[config.mk]
export PLATFORM = sky130hd
export DESIGN_NAME = wrm_unit
export DESIGN_NICKNAME = d
export VERILOG_FILES = /design/src/rtl/wrm_pkg.sv /design/src/rtl/wrm_rotl.sv /design/src/rtl/wrm_mask.sv /design/src/rtl/wrm_merge.sv /design/src/rtl/wrm_unit.sv
export SDC_FILE = /design/constraint.sdc
export NUM_CORES = 1
export LEC_CHECK = 0
export BUFFER_PORTS_ARGS = -buffer_cell sky130_fd_sc_hd__buf_2
export CORE_MARGIN = 1.5
export CORE_UTILIZATION = 35
export DETAILED_ROUTE_END_ITERATION = 6
export PLACE_DENSITY = 0.69
export SLEW_MARGIN = 20
export SYNTH_ARGS = -nofsm -noshare
export SYNTH_HDL_FRONTEND = slang
export SYNTH_SLANG_ARGS = --single-unit
[constraint.sdc]
create_clock -name clk -period 4.3 [get_ports clk]
set_clock_uncertainty 0.15 [all_clocks]
set_input_delay 0.43 -clock clk [delete_from_list [all_inputs] [get_ports clk]]
set_output_delay 0.43 -clock clk [all_outputs]
set_load 0.03 [all_outputs]
[src/rtl/wrm_pkg.sv]
package wrm_pkg;

    typedef enum logic [1:0] {
        OP_ROT_IMM = 2'b00,
        OP_ROT_REG = 2'b01,
        OP_INSERT  = 2'b10,
        OP_UNUSED  = 2'b11
    } wrm_op_e;

    typedef enum logic {
        ST_IDLE = 1'b0,
        ST_DONE = 1'b1
    } wrm_state_e;

endpackage

[src/rtl/wrm_rotl.sv]
module wrm_rotl #(
    parameter int WORD = 32,
    parameter int SHW  = $clog2(WORD)
) (
    input  logic [WORD-1:0]   word_in,
    input  logic [SHW-1:0]    amt,
    output logic [2*WORD-1:0] rot_out
);
    localparam int DW = 2 * WORD;

    logic [DW-1:0] stage [SHW+1];

    assign stage[0] = {word_in, word_in};

    for (genvar k = 0; k < SHW; k++) begin : g_stage
        localparam int STEP = 1 << k;
        assign stage[k+1] = amt[k]
            ? {stage[k][DW-1-STEP:0], stage[k][DW-1 -: STEP]}
            : stage[k];
    end

    assign rot_out = stage[SHW];
endmodule

[src/rtl/wrm_mask.sv]
module wrm_mask #(
    parameter int WORD = 32,
    parameter int SHW  = $clog2(WORD)
) (
    input  logic [SHW-1:0]    beg_pos,
    input  logic [SHW-1:0]    end_pos,
    output logic [2*WORD-1:0] mask_out
);
    logic wrap;
    logic [WORD-1:0] low_mask;

    assign wrap = (beg_pos > end_pos);

    always_comb begin
        for (int i = 0; i < WORD; i++) begin
            // position counted from the word's most significant bit
            int p;
            p = WORD - 1 - i;
            if (wrap)
                low_mask[i] = (p >= int'(beg_pos)) || (p <= int'(end_pos));
            else
                low_mask[i] = (p >= int'(beg_pos)) && (p <= int'(end_pos));
        end
    end

    assign mask_out = {{WORD{wrap}}, low_mask};
endmodule

[src/rtl/wrm_merge.sv]
module wrm_merge
    import wrm_pkg::*;
#(
    parameter int XLEN = 64
) (
    input  logic [1:0]      op,
    input  logic [XLEN-1:0] rot_val,
    input  logic [XLEN-1:0] mask_val,
    input  logic [XLEN-1:0] dst_old,
    output logic [XLEN-1:0] merged
);
    wrm_op_e op_e;
    assign op_e = wrm_op_e'(op);

    always_comb begin
        unique case (op_e)
            OP_ROT_IMM,
            OP_ROT_REG: merged = rot_val & mask_val;
            OP_INSERT:  merged = (rot_val & mask_val) | (dst_old & ~mask_val);
            OP_UNUSED:  merged = '0;
            default:    merged = '0;
        endcase
    end
endmodule

[src/rtl/wrm_unit.sv]
module wrm_unit
    import wrm_pkg::*;
#(
    parameter int XLEN = 64,
    parameter int WORD = XLEN / 2,
    parameter int SHW  = $clog2(WORD)
) (
    input  logic            clk,
    input  logic            rst,
    input  logic            in_valid,
    input  logic [1:0]      op,
    input  logic [XLEN-1:0] src_val,
    input  logic [XLEN-1:0] amt_val,
    input  logic [XLEN-1:0] dst_old,
    input  logic [SHW-1:0]  imm_sh,
    input  logic [SHW-1:0]  mbeg,
    input  logic [SHW-1:0]  mend,
    output logic            out_valid,
    output logic [XLEN-1:0] result
);
    wrm_state_e state_q, state_d;
    logic [SHW-1:0]  rot_amt;
    logic [XLEN-1:0] rot_val;
    logic [XLEN-1:0] mask_val;
    logic [XLEN-1:0] merged;

    assign rot_amt = (wrm_op_e'(op) == OP_ROT_REG) ? amt_val[SHW-1:0] : imm_sh;

    wrm_rotl #(.WORD(WORD), .SHW(SHW)) u_rotl (
        .word_in (src_val[WORD-1:0]),
        .amt     (rot_amt),
        .rot_out (rot_val)
    );

    wrm_mask #(.WORD(WORD), .SHW(SHW)) u_mask (
        .beg_pos  (mbeg),
        .end_pos  (mend),
        .mask_out (mask_val)
    );

    wrm_merge #(.XLEN(XLEN)) u_merge (
        .op       (op),
        .rot_val  (rot_val),
        .mask_val (mask_val),
        .dst_old  (dst_old),
        .merged   (merged)
    );

    // next state: accept / wait from idle, chain / drain from done
    always_comb begin
        unique case (state_q)
            ST_IDLE: state_d = in_valid ? ST_DONE : ST_IDLE;
            ST_DONE: state_d = in_valid ? ST_DONE : ST_IDLE;
            default: state_d = ST_IDLE;
        endcase
    end

    always_ff @(posedge clk) begin
        if (rst) state_q <= ST_IDLE;
        else     state_q <= state_d;
    end

    always_ff @(posedge clk) begin
        if (rst)           result <= '0;
        else if (in_valid) result <= merged;
    end

    assign out_valid = (state_q == ST_DONE);
endmodule

==> out/results.tsv <==
stage	metric	value	unit
sta	rsz0062_at_grt	no	
grt	grt_usage	28.8	%
floorplan	start_util	35.9	%
synth	avgSynthCellArea	8.01	um2
synth	syn_nets	1057	
worst_setup_path	critPathRequiredTime	4390	ps
floorplan	die_h	142	um
clock_tree	htreeDepth	3	
routing	drtPass1Iterations	7	
synth	synth_area	6730	um2
synth	yosys.area_share.xor_xnor	0	%
placed_design	dp_hpwl	21700	um
synth	synth_compound_area_share	56.3	%
synth	synthAdderAreaFrac	4.94	%
clock_tree	cts_hold_buf	0	
pwr	p_per_area	307	nW/um2
min_path	hold_end	result[43]	
synth	synth_top_family_by_area	compound AO/OA/AOI/OAI gates	
routing	vias	8659	
sta	hold_violations	0	
worst_setup_path	worst-path-max-fanout	37	
worst_setup_path	rr_endpoint	result[28]	
routing	routed_wl	29700	um
routing	ant_nets	0	
worst_setup_path	crit_arrival	3310	ps
floorplan	io_pins	277	
placed_design	numPortBuffers	185	
synth	postSynthCellCount	840	
worst_setup_path	critPathKind	in -> reg	
routing	viasPerCell	7.15	
sta	relSlewSlack	30.3	%
worst_setup_path	r2r_cells	3	
clock_tree	clock_latency	330	ps
finish	nets	1187	
placed_design	dp_cells	1192	
clock_tree	post_cts_buffers	0	
worst_setup_path	r2r_slack	3150	ps
synth	ys_ff_latch	65	
floorplan	row_count	50	
clock_tree	path_clk_slew	60	ps
synth	synth_warnings	0	
worst_setup_path	cp-start-kind	input pin	
grt	grt_pass1_vias	7921	
sta	worst-slew-pin-transition	1050	ps
sta	fmax	0.310	GHz
pwr	internal_power	0.00147	W
clock_tree	cts_made_buffers	9	
sta	period_minus_slack	3220	ps
synth	ys_seq_area_share	19.3	%
pwr	power	0.00251	W
pwr	ir_drop	0.266	mV
min_path	min_from	dst_old[43]	
synth	synth-edff-count	0	
clock_tree	post_cts_resized	0	
finish	utilization	43.5	%
finish	fin_cells	1211	
clock_tree	clock_path_buffers	2	
sta	maxSlewViolCount	0	
synth	synth_cell_types	49	
routing	first_iter_violations	1299	
grt	grt_pass1_wl	45100	um
floorplan	dieArea	20100	um2
finish	drive_gt1_share	28.3	%
sta	setup-tns-final	0	ps
sta	finalSetupViolations	0	
grt	overflow	0	
pwr	p_seq_share	27.2	%
synth	synthMuxAreaShare	0	%
floorplan	die_w	142	um
worst_setup_path	critPathCaptureType	flop	
placed_design	place.gp.congestion	0.956	
min_path	hold_depth	3	
flow_run	cap_violations	0	
worst_setup_path	r2r_start	result[28]	
routing	wire_per_inst	24.5	um
outcome	status	complete, but fails checks	
synth	synthArstFlopShare	0	%
min_path	hold_class	in -> reg	
clock_tree	cts_tree	done	
pwr	switching_share	41.5	%
grt	antenna_found_initial	2	
outcome	violations	design-rule violations	
floorplan	design.core.area	18800	um2
pwr	power.leakage	2.85	nW
synth	yosys.area_share.simple	11.2	%
pwr	p_comb_share	40.2	%
clock_tree	root_buffer	clkbuf_16	
clock_tree	cts_sinks	65	
routing	drc	1	
sta	post-route-period-util	75.0	%
synth	synth-main-ff-cell	dfxtp_1	
pwr	clkPwrFrac	32.5	%
grt	grt_max_degree	55	
sta	timing.hold.ws	156	ps
finish	synthToLayoutAreaGrowth	21.2	%
pwr	power_switching	0.00104	W
[critical path: stages]
cell      delay [ps]
buf_2            170
nand2b_2         340
buf_12           270
a211oi_2         540
a211oi_1         180
o41ai_1          540
nand4_1          450
a311oi_1         360
[layout by cell type, fill, tap and decap left out, types with 10 or more instances in the layout]
cell type  Yosys  routed
buf_4          4      18
maj3_1        27      27
a22oi_1       32      32
buf_2         22     185
o41ai_1      128     128
a211oi_1     129     129
a211oi_2      26      26
nor2_1        17      16
nand2_1       55      55
nand4_1       32      32
inv_1         40      40
a222oi_1      18      18
a311oi_1      18      18
dfxtp_1       65      65
nand3_1       10      10
a21oi_1       19      19
o21ai_0       47      47
[sequential cells by signal (all words and copies together), names as in the netlist]
register and flops:
result 64, out_valid 1
[power groups by stage]
stage	clock network [W]	logic, W	registers [W]
floorplan	0	0.000519	0.000787
global placement	0	0.000962	0.000693
detailed placement	0	0.000971	0.000693
CTS	0.000823	0.000974	0.000682
global route	0.000854	0.00106	0.000687
finish	0.000816	0.00101	0.000682
[worst max path at each step]
stage	endpoint	depth (start not counted)	startpoint	slack, ps
after global routing	result[1]	8	op[1]	1050
after detailed placement	result[25]	8	op[1]	970
after floorplan	result[14]	12	mend[4]	1160
final	result[1]	8	op[1]	1080
after global placement	result[25]	8	op[1]	1000
after CTS	result[1]	8	op[1]	1280
[layout make-up]
type / count / area (um2)
Fill cell: 1899 / 10600
Multi-Input combinational cell: 647 / 4940
Sequential cell: 65 / 1300
Timing Repair Buffer: 207 / 1140
Tap cell: 234 / 293
Clock buffer: 9 / 225
Inverter: 40 / 150
Clock inverter: 7 / 103
Antenna cell: 2 / 5.00
[kinds of logic (layout without fill, tap and decap cells)]
| group | after synthesis | in the layout |
|---|---|---|
| other cells | 0 | 2 |
| flops | 65 | 65 |
| simple gates | 147 | 147 |
| buf+inv | 128 | 263 |
| compound gates | 468 | 468 |
| fa+ha+maj | 32 | 32 |
[synthesized netlist by cell type, drive strengths merged, types with 19 or more instances]
cell,instances,area share [%]
a21oi,19,1.4
buf,31,2.9
dfxtp,65,19
nand2,55,3.1
a22oi,32,3.6
maj3,27,4.0
o21ai,52,3.9
inv,40,2.2
a211oi,161,21
nand4,32,3.0
o41ai,128,17
clkbuf,57,3.2
[metrics by stage]
stage                     cell area (um2)  setup WS (ps)
after floorplan                      6730           1160
after global placement               7800            996
after detailed placement             7800            969
after CTS                            8130           1280
after global routing                 8160           1050
final                                8160           1080
[layer usage]
metal	track usage [%]	share of wire [%]	wire (um)	vias to the layer above
met2	42.5	42	12600	666
met4	17.0	6.2	1850	0
met3	7.86	13	3800	136
li1	-	-	-	3873
met1	37.5	39	11500	3984
met5	0	0	0	-
(Power assumes the default switching activity.)
